### config.mk
export PLATFORM = sky130hd
export DESIGN_NAME = req_track
export DESIGN_NICKNAME = d
export VERILOG_FILES = /design/src/rtl/req_track_pkg.sv /design/src/rtl/req_table.sv /design/src/rtl/req_watchdog.sv /design/src/rtl/req_track.sv
export SDC_FILE = /design/constraint.sdc
export NUM_CORES = 1
export LEC_CHECK = 0
export BUFFER_PORTS_ARGS = -buffer_cell sky130_fd_sc_hd__buf_2
export CORE_ASPECT_RATIO = 0.6
export CORE_MARGIN = 8
export CORE_UTILIZATION = 40
export DETAILED_ROUTE_END_ITERATION = 12
export HOLD_SLACK_MARGIN = 0.1
export SYNTH_ARGS = -nofsm -noshare
export SYNTH_HDL_FRONTEND = slang
export SYNTH_SLANG_ARGS = --single-unit
### constraint.sdc
create_clock -name clk -period 8.7 [get_ports clk]
set_input_delay 1.74 -clock clk [delete_from_list [all_inputs] [get_ports clk]]
set_output_delay 1.74 -clock clk [all_outputs]
set_load 0.005 [all_outputs]
### src/rtl/req_track_pkg.sv
package req_track_pkg;
  localparam logic [1:0] KIND_LOAD   = 2'd0;
  localparam logic [1:0] KIND_FETCH  = 2'd1;
  localparam logic [1:0] KIND_STORE  = 2'd2;
  localparam logic [1:0] KIND_ATOMIC = 2'd3;

  // stores and atomics live in the write table
  function automatic logic is_write(input logic [1:0] kind);
    return kind[1];
  endfunction
endpackage

### src/rtl/req_table.sv
module req_table #(
  parameter int DEPTH  = 4,
  parameter int LINE_W = 8,
  parameter int ID_W   = 8,
  parameter int TS_W   = 10,
  parameter int THRESH = 256,
  localparam int OCC_W = $clog2(DEPTH + 1)
) (
  input  logic              clk,
  input  logic              rst_n,
  input  logic [TS_W-1:0]   now,
  input  logic [LINE_W-1:0] look_line,
  output logic              look_hit,
  input  logic              alloc_en,
  input  logic [LINE_W-1:0] alloc_line,
  input  logic [ID_W-1:0]   alloc_id,
  output logic              full,
  input  logic              free_en,
  input  logic [LINE_W-1:0] free_line,
  output logic              free_hit,
  output logic [ID_W-1:0]   free_id,
  output logic [OCC_W-1:0]  occ,
  output logic              any_old
);
  localparam int IDX_W = (DEPTH > 1) ? $clog2(DEPTH) : 1;

  logic [DEPTH-1:0]  vld;
  logic [LINE_W-1:0] e_line [DEPTH];
  logic [ID_W-1:0]   e_id   [DEPTH];
  logic [TS_W-1:0]   e_ts   [DEPTH];
  logic [DEPTH-1:0]  look_m, free_m, old_m;
  logic [IDX_W-1:0]  slot;

  for (genvar g = 0; g < DEPTH; g++) begin : g_ent
    logic [TS_W-1:0] age;
    assign age       = now - e_ts[g];  // modulo arithmetic: wrap-safe
    assign look_m[g] = vld[g] && (e_line[g] == look_line);
    assign free_m[g] = vld[g] && (e_line[g] == free_line);
    assign old_m[g]  = vld[g] && (age >= TS_W'(THRESH));
  end

  always_comb begin
    logic found;
    found   = 1'b0;
    slot    = '0;
    free_id = '1;
    occ     = '0;
    for (int i = 0; i < DEPTH; i++) begin
      if (!vld[i] && !found) begin
        slot  = IDX_W'(i);
        found = 1'b1;
      end
      if (free_m[i]) free_id = e_id[i];
      occ = occ + OCC_W'(vld[i]);
    end
  end

  assign look_hit = |look_m;
  assign free_hit = |free_m;
  assign full     = &vld;
  assign any_old  = |old_m;

  always_ff @(posedge clk) begin
    if (!rst_n) begin
      vld <= '0;
    end else begin
      if (free_en) begin
        for (int i = 0; i < DEPTH; i++)
          if (free_m[i]) vld[i] <= 1'b0;
      end
      if (alloc_en) begin
        vld[slot]    <= 1'b1;
        e_line[slot] <= alloc_line;
        e_id[slot]   <= alloc_id;
        e_ts[slot]   <= now;
      end
    end
  end
endmodule

### src/rtl/req_watchdog.sv
module req_watchdog #(
  parameter int THRESH = 256,
  localparam int CW = (THRESH > 1) ? $clog2(THRESH) : 1
) (
  input  logic clk,
  input  logic rst_n,
  input  logic insert,
  input  logic any_old,
  input  logic drain,
  output logic deadlock
);
  logic          armed;
  logic [CW-1:0] wait_cnt;
  logic          check;

  assign check = armed && (wait_cnt == '0);

  always_ff @(posedge clk) begin
    if (!rst_n) begin
      armed    <= 1'b0;
      wait_cnt <= '0;
      deadlock <= 1'b0;
    end else begin
      if (check) begin
        if (any_old) deadlock <= 1'b1;
        if (drain) armed <= 1'b0;
        else       wait_cnt <= CW'(THRESH - 1);
      end else if (armed) begin
        wait_cnt <= wait_cnt - 1'b1;
      end
      if (insert && !armed) begin
        armed    <= 1'b1;
        wait_cnt <= CW'(THRESH - 1);
      end
    end
  end
endmodule

### src/rtl/req_track.sv
module req_track #(
  parameter int ADDR_W     = 12,
  parameter int LINE_BYTES = 16,
  parameter int RD_SLOTS   = 4,
  parameter int WR_SLOTS   = 4,
  parameter int MAX_OUT    = 6,
  parameter int ID_W       = 8,
  parameter int TS_W       = 10,
  parameter int THRESH     = 256,
  localparam int OFF_W  = $clog2(LINE_BYTES),
  localparam int LINE_W = ADDR_W - OFF_W,
  localparam int LEN_W  = OFF_W + 1,
  localparam int CNT_W  = $clog2(MAX_OUT + 1)
) (
  input  logic              clk,
  input  logic              rst_n,
  input  logic              req_valid,
  output logic              req_ready,
  input  logic [ADDR_W-1:0] req_addr,
  input  logic [1:0]        req_kind,
  input  logic [LEN_W-1:0]  req_len,
  output logic [ID_W-1:0]   req_id,
  output logic              iss_valid,
  input  logic              iss_ready,
  output logic [LINE_W-1:0] iss_line,
  output logic [1:0]        iss_kind,
  output logic [ID_W-1:0]   iss_id,
  input  logic              rd_done_valid,
  input  logic [LINE_W-1:0] rd_done_line,
  output logic [ID_W-1:0]   rd_done_id,
  input  logic              wr_done_valid,
  input  logic [LINE_W-1:0] wr_done_line,
  output logic [ID_W-1:0]   wr_done_id,
  output logic [CNT_W-1:0]  out_cnt,
  output logic              empty,
  output logic              deadlock,
  output logic              proto_err
);
  import req_track_pkg::*;

  localparam int RD_OW = $clog2(RD_SLOTS + 1);
  localparam int WR_OW = $clog2(WR_SLOTS + 1);
  localparam logic [ID_W-1:0] ID_LAST = ~ID_W'(1);

  logic [TS_W-1:0]   now;
  logic [ID_W-1:0]   id_cur;
  logic [LINE_W-1:0] line;
  logic [OFF_W-1:0]  off;
  logic [LEN_W:0]    span_end;
  logic              span_ok, wr_kind, tgt_full, at_max, admit, accept;
  logic              rd_hit, wr_hit, rd_full, wr_full, rd_free_hit, wr_free_hit;
  logic              rd_old, wr_old, rd_dec, wr_dec;
  logic [RD_OW-1:0]  rd_occ;
  logic [WR_OW-1:0]  wr_occ;
  logic [CNT_W-1:0]  cnt_nxt;

  assign line     = req_addr[ADDR_W-1:OFF_W];
  assign off      = req_addr[OFF_W-1:0];
  assign span_end = (LEN_W+1)'(off) + (LEN_W+1)'(req_len);
  assign span_ok  = span_end <= (LEN_W+1)'(LINE_BYTES);
  assign wr_kind  = is_write(req_kind);
  assign tgt_full = wr_kind ? wr_full : rd_full;
  assign at_max   = out_cnt >= CNT_W'(MAX_OUT);
  assign admit    = !at_max && !rd_hit && !wr_hit && !tgt_full && span_ok;

  assign iss_valid = req_valid && admit;
  assign req_ready = admit && iss_ready;
  assign accept    = req_valid && req_ready;
  assign req_id    = accept ? id_cur : '1;
  assign iss_line  = line;
  assign iss_kind  = req_kind;
  assign iss_id    = id_cur;

  req_table #(
    .DEPTH(RD_SLOTS), .LINE_W(LINE_W), .ID_W(ID_W), .TS_W(TS_W), .THRESH(THRESH)
  ) u_rd_tab (
    .clk(clk), .rst_n(rst_n), .now(now),
    .look_line(line), .look_hit(rd_hit),
    .alloc_en(accept && !wr_kind), .alloc_line(line), .alloc_id(id_cur),
    .full(rd_full),
    .free_en(rd_done_valid), .free_line(rd_done_line),
    .free_hit(rd_free_hit), .free_id(rd_done_id),
    .occ(rd_occ), .any_old(rd_old)
  );

  req_table #(
    .DEPTH(WR_SLOTS), .LINE_W(LINE_W), .ID_W(ID_W), .TS_W(TS_W), .THRESH(THRESH)
  ) u_wr_tab (
    .clk(clk), .rst_n(rst_n), .now(now),
    .look_line(line), .look_hit(wr_hit),
    .alloc_en(accept && wr_kind), .alloc_line(line), .alloc_id(id_cur),
    .full(wr_full),
    .free_en(wr_done_valid), .free_line(wr_done_line),
    .free_hit(wr_free_hit), .free_id(wr_done_id),
    .occ(wr_occ), .any_old(wr_old)
  );

  assign rd_dec  = rd_done_valid && rd_free_hit;
  assign wr_dec  = wr_done_valid && wr_free_hit;
  assign cnt_nxt = out_cnt + CNT_W'(accept) - CNT_W'(rd_dec) - CNT_W'(wr_dec);
  assign empty   = (rd_occ == '0) && (wr_occ == '0);

  req_watchdog #(.THRESH(THRESH)) u_wd (
    .clk(clk), .rst_n(rst_n),
    .insert(accept), .any_old(rd_old || wr_old),
    .drain(cnt_nxt == '0), .deadlock(deadlock)
  );

  always_ff @(posedge clk) begin
    if (!rst_n) begin
      now       <= '0;
      id_cur    <= '0;
      out_cnt   <= '0;
      proto_err <= 1'b0;
    end else begin
      now     <= now + 1'b1;
      out_cnt <= cnt_nxt;
      if (accept) id_cur <= (id_cur == ID_LAST) ? '0 : id_cur + 1'b1;
      if ((rd_done_valid && !rd_free_hit) || (wr_done_valid && !wr_free_hit))
        proto_err <= 1'b1;
    end
  end
endmodule

**Yosys cells after proc, flatten, opt, wreduce, memory -nomap -nowiden**

Memory sizes are Yosys's and may differ from the RTL's.
Index checks and enable logic that the tools add are counted.

- Bits in registers: 40
- Bits in writable memories: 208
- Input port bits: 41
- Output and inout bits: 50
- Logic and storage cells: 210
- Memories: 6

Memories:

| memory | depth | bits a word | rd ports | clocked after Yosys merged registers in | write ports | line | RTL |
|---|---|---|---|---|---|---|---|
| u_rd_tab.e_ts | 4 | 10 | 4 | 0 | 1 | req_table.sv:30 | `logic [TS_W-1:0] e_ts [DEPTH];` |
| u_wr_tab.e_ts | 4 | 10 | 4 | 0 | 1 | req_table.sv:30 |  |
| u_rd_tab.e_id | 4 | 8 | 4 | 0 | 1 | req_table.sv:29 | `logic [ID_W-1:0] e_id [DEPTH];` |
| u_rd_tab.e_line | 4 | 8 | 4 | 0 | 1 | req_table.sv:28 | `logic [LINE_W-1:0] e_line [DEPTH];` |
| u_wr_tab.e_id | 4 | 8 | 4 | 0 | 1 | req_table.sv:29 |  |
| u_wr_tab.e_line | 4 | 8 | 4 | 0 | 1 | req_table.sv:28 |  |

- $add $sub $neg: 21
- Magnitude comparators: 14
- Equal/unequal tests: 18
- Multiplexer cells: 54
- Bitwise gates (word level): 2
- Reductions and logical operators: 86

Operator list:

| kind | number |
|---|---|
| == test 8 bit | 16 |
| 2-to-1 mux 8 bit | 14 |
| greater-or-equal comparator 10 x 9 -> 1 bit (second input constant) | 8 |
| subtractor 10 bit | 8 |
| logical AND 1 bit | 48 |
| 2-to-1 mux 1 bit | 28 |
| 2-to-1 mux 4 bit | 6 |
| OR reduction 4 bit | 6 |
| zero test 1 bit | 18 |
| adder 3 x 1 -> 3 bit | 5 |
| adder 10 x 1 -> 10 bit (second input constant) | 1 |
| zero test 3 bit | 3 |
| adder 8 x 1 -> 8 bit (second input constant) | 1 |
| == test 8 bit (second input constant) | 1 |
| zero test 8 bit | 1 |
| 2-to-1 mux 2 bit | 4 |
| bitwise OR 4 bit | 2 |
| AND reduction 4 bit | 2 |
| subtractor 8 x 1 -> 8 bit (second input constant) | 1 |
| adder 4 x 5 -> 6 bit | 1 |
| <= comparator 6 x 5 -> 1 bit (second input constant) | 1 |
| less-than comparator 2 x 3 -> 1 bit (second input constant) | 2 |
| AND reduction 2 bit | 3 |
| subtractor 3 x 1 -> 3 bit | 2 |
| other kinds (8) | 13 |

**Longest topological paths before layout**

An unclocked memory read counts as a cell.

- Depth after elaboration: 18
- Depth in mapped cells: 19
- Mapped depth without buffers: 16

**Cells and area by module**

From an unflattened synthesis, not the netlist that was laid out.

- Cells, all modules: 1080
- Area total of the unflattened synthesis: 13126.3 um^2

By module, submodules not included:

| module | instances | cells an instance | area each (um^2) | seq. area each (um^2) |
|---|---|---|---|---|
| req_table at u_rd_tab | 1 | 432 | 5642.9 | 3203.1 |
| req_table at u_wr_tab | 1 | 412 | 5455.2 | 3203.1 |
| req_track | 1 | 174 | 1495.2 | 440.4 |
| req_watchdog | 1 | 62 | 533.0 | 200.2 |

**Least setup slack after synthesis**

No wires, ideal clock.

- Kind: input to register
- From: in req_addr[0]
- To: mem u_rd_tab.e_id[3][0] (enable)
- Library setup time: 0.442 ns
- Data arrival time: 5.324 ns
- Path slack: 2.934 ns
- Cell stages on the path: 10
- Buffers on the path: 0
- Cells stage by stage: ha_1 fa_1 a21o_1 a21oi_1 xnor2_1 o41ai_4 nand4_4 nor2_4 nand2_1 nor3_1

- Word-level cells in the longest chain between the ends: 9

RTL lines:

| element | line | RTL |
|---|---|---|
| from (decl) | req_track.sv:19 | `input logic [ADDR_W-1:0] req_addr,` |
| adder 4 x 5 -> 6 bit | req_track.sv:59 | `assign span_end = (LEN_W+1)'(off) + (LEN_W+1)'(req_len);` |
| <= comparator 6 x 5 -> 1 bit | req_track.sv:60 | `assign span_ok = span_end <= (LEN_W+1)'(LINE_BYTES);` |
| logical AND 1 bit | req_track.sv:64 | `assign admit = !at_max && !rd_hit && !wr_hit && !tgt_full && span_ok;` |
| logical AND 1 bit | req_track.sv:67 | `assign req_ready = admit && iss_ready;` |
| logical AND 1 bit | req_track.sv:68 | `assign accept = req_valid && req_ready;` |
| logical AND 1 bit | req_track.sv:79 | `.alloc_en(accept && !wr_kind), .alloc_line(line), .alloc_id(id_cur),` |
| 2-to-1 mux 1 bit | req_table.sv:71 | `if (alloc_en) begin` |
| 2-to-1 mux 1 bit | req_table.sv:64 | `if (!rst_n) begin` |
| 2-to-1 mux 1 bit (not written as such) | req_table.sv:74 | `e_id[slot] <= alloc_id;` |
| to (decl) | req_table.sv:29 |  |

No other way between the ends.

**Final worst setup path**

- From: in req_addr[1]
- To: out req_id[0]

- Word-level cells in the longest chain between the ends: 6

RTL lines:

| element | line | RTL |
|---|---|---|
| adder 4 x 5 -> 6 bit | req_track.sv:59 |  |
| <= comparator 6 x 5 -> 1 bit | req_track.sv:60 |  |
| logical AND 1 bit | req_track.sv:64 |  |
| logical AND 1 bit | req_track.sv:67 |  |
| logical AND 1 bit | req_track.sv:68 |  |
| 2-to-1 mux 8 bit | req_track.sv:69 | `assign req_id = accept ? id_cur : '1;` |
| to (decl) | req_track.sv:22 | `output logic [ID_W-1:0] req_id,` |

No other way between the ends.

==> out/results.tsv <==
stage	metric	value	unit
pwr	sequentialPowerShare	49.1	%
clock_network	cts.htree.levels	1	
drt	routedWlPerCell	19.6	um
drt	via_count	8206	
global_routing	antenna_found_initial	0	
critical_path	slowest_stage	nand4_2	
critical_path	rr_startpoint	u_rd_tab.e_line[3][3]$_DFFE_PP_	
critical_path	crit_chain	buf_2, ha_1, a21o_1, a21oi_2, and2b_1, o21ai_0, nand4_2, nor2_4, nand2_1, buf_2	
yosys	syn_inst	1036	
yosys	yosys_warnings	0	
placed_design	portBuffers	88	
sta	period_share	69.8	%
critical_path	reg2reg_depth	14	
yosys	synth_top_cells_by_count	edfxtp_1, xnor2_1, inv_1	
pwr	max-vdd-ir-drop	0.000118	V
clock_network	cts_hold_buf	0	
pwr	p_leak	5.52	nW
pwr	clockPowerShare	44.2	%
pwr	p_int	2.08	mW
die	rows	50	
run_status	status	complete, no violations	
sta	drv_slew	0	
global_routing	grt_use_total	15.9	%
critical_path	worstSetupPathType	in -> out	
critical_path	critPathArrivalTime	4.33	ns
global_routing	grt_pass1_wl	47600	um
yosys	ys_ff_latch	248	
yosys	ys_async_sr_fraction	0	%
clock_network	cts_setup_buffers	0	
die	fp.dieH	154	um
sta	setup_tns	0	ns
clock_network	cts.sink_count	248	
critical_path	cpLargestDelayFamily	simple AND/OR/NAND/NOR gates	
die	boundaryPins	91	
yosys	yosysMostFrequentCell	edfxtp_1	
worst_hold_path	min_path_type	reg -> reg	
pwr	powerDensity	184	mW/mm2
placed_design	gp_congestion	0.813	
critical_path	cp_slowest_stage_delay	0.57	ns
drt	detail_route.iter0.violations	647	
drt	drt-total-wl	30400	um
sta	max_freq	165	MHz
global_routing	first_global_vias	8070	
critical_path	critPathRequiredTime	6.96	ns
yosys	syn-cell-area	0.0127	mm2
yosys	synthDistinctLibCells	61	
critical_path	ff2ff_setup_slack	4.02	ns
sta	finalClockSkew	0.0130	ns
clock_network	root_buffer	clkbuf_16	
critical_path	cp-start-kind	input pin	
drt	drcViolationCount	0	
worst_hold_path	min-delay-start	u_wd.wait_cnt[5]$_SDFFE_PN0P_	
yosys	synth_edf_count	208	
die	coreArea	0.0312	mm2
die	die_area	0.0378	mm2
clock_network	clk_latency	0.53	ns
yosys	synthFlopType	edfxtp_1	
placed_design	dp_hpwl	21500	um
finish	area_delta_synth_final	13.8	%
yosys	synth_top_area_cell	edfxtp_1	
yosys	ys_top_cells_by_area	edfxtp_1, xnor2_1, ha_1	
yosys	yosys.area_share.adder	8.94	%
yosys	synth_top_cell_area_share	49.3	%
clock_network	path_clk_slew	0.07	ns
yosys	synth_top_family_by_area	XOR/XNOR gates	
sta	worstMarginPinSlew	1.09	ns
pwr	switching_share	21.8	%
yosys	syn_nets	1165	
critical_path	cp_num_buf_inv	2	
worst_hold_path	holdPathEnd	u_wd.wait_cnt[5]$_SDFFE_PN0P_	
pwr	p_sw	0.580	mW
sta	finalSetupViolCount	0	
drt	first_pass_iters	5	
finish	antennaDiodeCount	0	
global_routing	grt_max_degree	27	
clock_network	cts_tree	yes	
worst_hold_path	hold_depth	1	
global_routing	overflow	0	
yosys	yosysSeqAreaShare	55.7	%
yosys	muxShareOfSynthArea	0.633	%
flow_run	drv_cap	0	
critical_path	cp_max_fo	18	
critical_path	end_kind	output pin	
clock_network	cts-resized-gates	0	
clock_network	cts_buffers	24	
pwr	p_comb_share	6.6	%
sta	rsz0062_at_grt	false	
finish	stdcell_area	0.0144	mm2
sta	finalHoldViolCount	0	
yosys	synth_xor_area_share	11.3	%
yosys	yosys.area_share.simple	10.3	%
yosys	synth_compound_area_share	8.43	%
critical_path	crit_top_cell	buf_2	
drt	vias_per_cell	5.28	
finish	layout.nets	1248	
die	start_util	40.6	%
drt	route.antenna.remaining_nets	0	
clock_network	cts_buffer_depth	3	
die	die_w	246	um
placed_design	placed_area	0.0135	mm2
finish	drive_above_1_share	14.6	%
sta	period_needed	6.07	ns
sta	slew_headroom	26.5	%
yosys	syn_area_per_cell	12.2	um2
critical_path	r2r-end	u_wd.wait_cnt[4]$_SDFFE_PN0P_	
worst max path at each step:
stage / from / to / slack [ns] / cells past startpoint
2_1_floorplan: req_addr[0] / u_rd_tab.e_id[3][0]$_DFFE_PP_ / 2.93 / 10
3_3_place_gp: req_addr[1] / req_id[0] / 2.64 / 10
3_5_place_dp: req_addr[1] / req_id[0] / 2.63 / 10
4_1_cts: req_addr[1] / req_id[0] / 2.63 / 10
5_1_grt: req_addr[1] / req_id[0] / 2.45 / 10
6_report: req_addr[1] / req_id[0] / 2.63 / 10
power groups by stage:
stage | Combinational (mW) | Clock [mW] | Sequential (mW)
after detailed placement | 0.177 | 0 | 1.33
after global placement | 0.175 | 0 | 1.33
after global routing | 0.196 | 1.24 | 1.31
final | 0.177 | 1.17 | 1.31
after CTS | 0.178 | 1.20 | 1.31
after floorplan | 0.124 | 0 | 1.33
layer usage:
layer	part of all wire [%]	vias to the layer above	GRT usage, %
li1	-	3943	-
met1	52	3974	25.6
met2	39	252	21.2
met3	7.4	37	3.56
met4	1.8	0	2.87
met5	0	-	0
logic make-up after synthesis:
| group | Yosys count |
|---|---|
| flip-flops | 248 |
| AND/OR/NAND/NOR | 242 |
| XOR/XNOR | 164 |
| AO/OA/AOI/OAI | 147 |
| buffers and inverters | 139 |
| adder cells (fa/ha/maj) | 88 |
| multiplexers | 8 |
area by class of cell:
cell class	count	area, um2
Clock buffer	28	647
Clock inverter	16	240
Fill cell	2844	16700
Inverter	91	342
Multi-Input combinational cell	649	5040
Sequential cell	248	7050
Tap cell	416	520
Timing Repair Buffer	105	568
sequential cells by signal (all words and copies together) (netlist names), 4 cells and up:
signal           count
u_rd_tab.e_ts       40
u_wr_tab.e_ts       40
u_rd_tab.e_id       32
u_rd_tab.e_line     32
u_wr_tab.e_id       32
u_wr_tab.e_line     32
now                 10
iss_id               8
u_wd.wait_cnt        8
u_rd_tab.vld         4
u_wr_tab.vld         4
layout by cell type, fill, tap and decap left out, types with 10 or more instances in the layout:
| master | instances |
|---|---|
| o221ai_1 | 18 |
| nand3_1 | 29 |
| nand2_1 | 54 |
| and3_1 | 10 |
| xor2_1 | 32 |
| nor4_1 | 13 |
| nand4_1 | 35 |
| nor3_1 | 11 |
| inv_1 | 91 |
| a21oi_1 | 24 |
| nor2_1 | 36 |
| clkbuf_16 | 25 |
| edfxtp_1 | 208 |
| dfxtp_1 | 40 |
| buf_2 | 88 |
| buf_4 | 17 |
| a22oi_1 | 18 |
| xnor2_1 | 132 |
| or3_1 | 12 |
| a31oi_1 | 10 |
| o21ai_0 | 22 |
| ha_1 | 84 |
stage by stage:
step	power [mW]	util [%]	cells	worst slack (ns)	hold WS (ns)
global route	2.75	46.2	1553	2.45	0.539
global placement	1.51	43.4	1509	2.64	0.504
finish	2.66	46.2	1553	2.63	0.523
floorplan	1.45	-	1036	2.93	0.465
detailed placement	1.51	43.4	1509	2.63	0.503
CTS	2.69	46.2	1553	2.63	0.517
No activity file was read; power rests on OpenSTA's default activity.
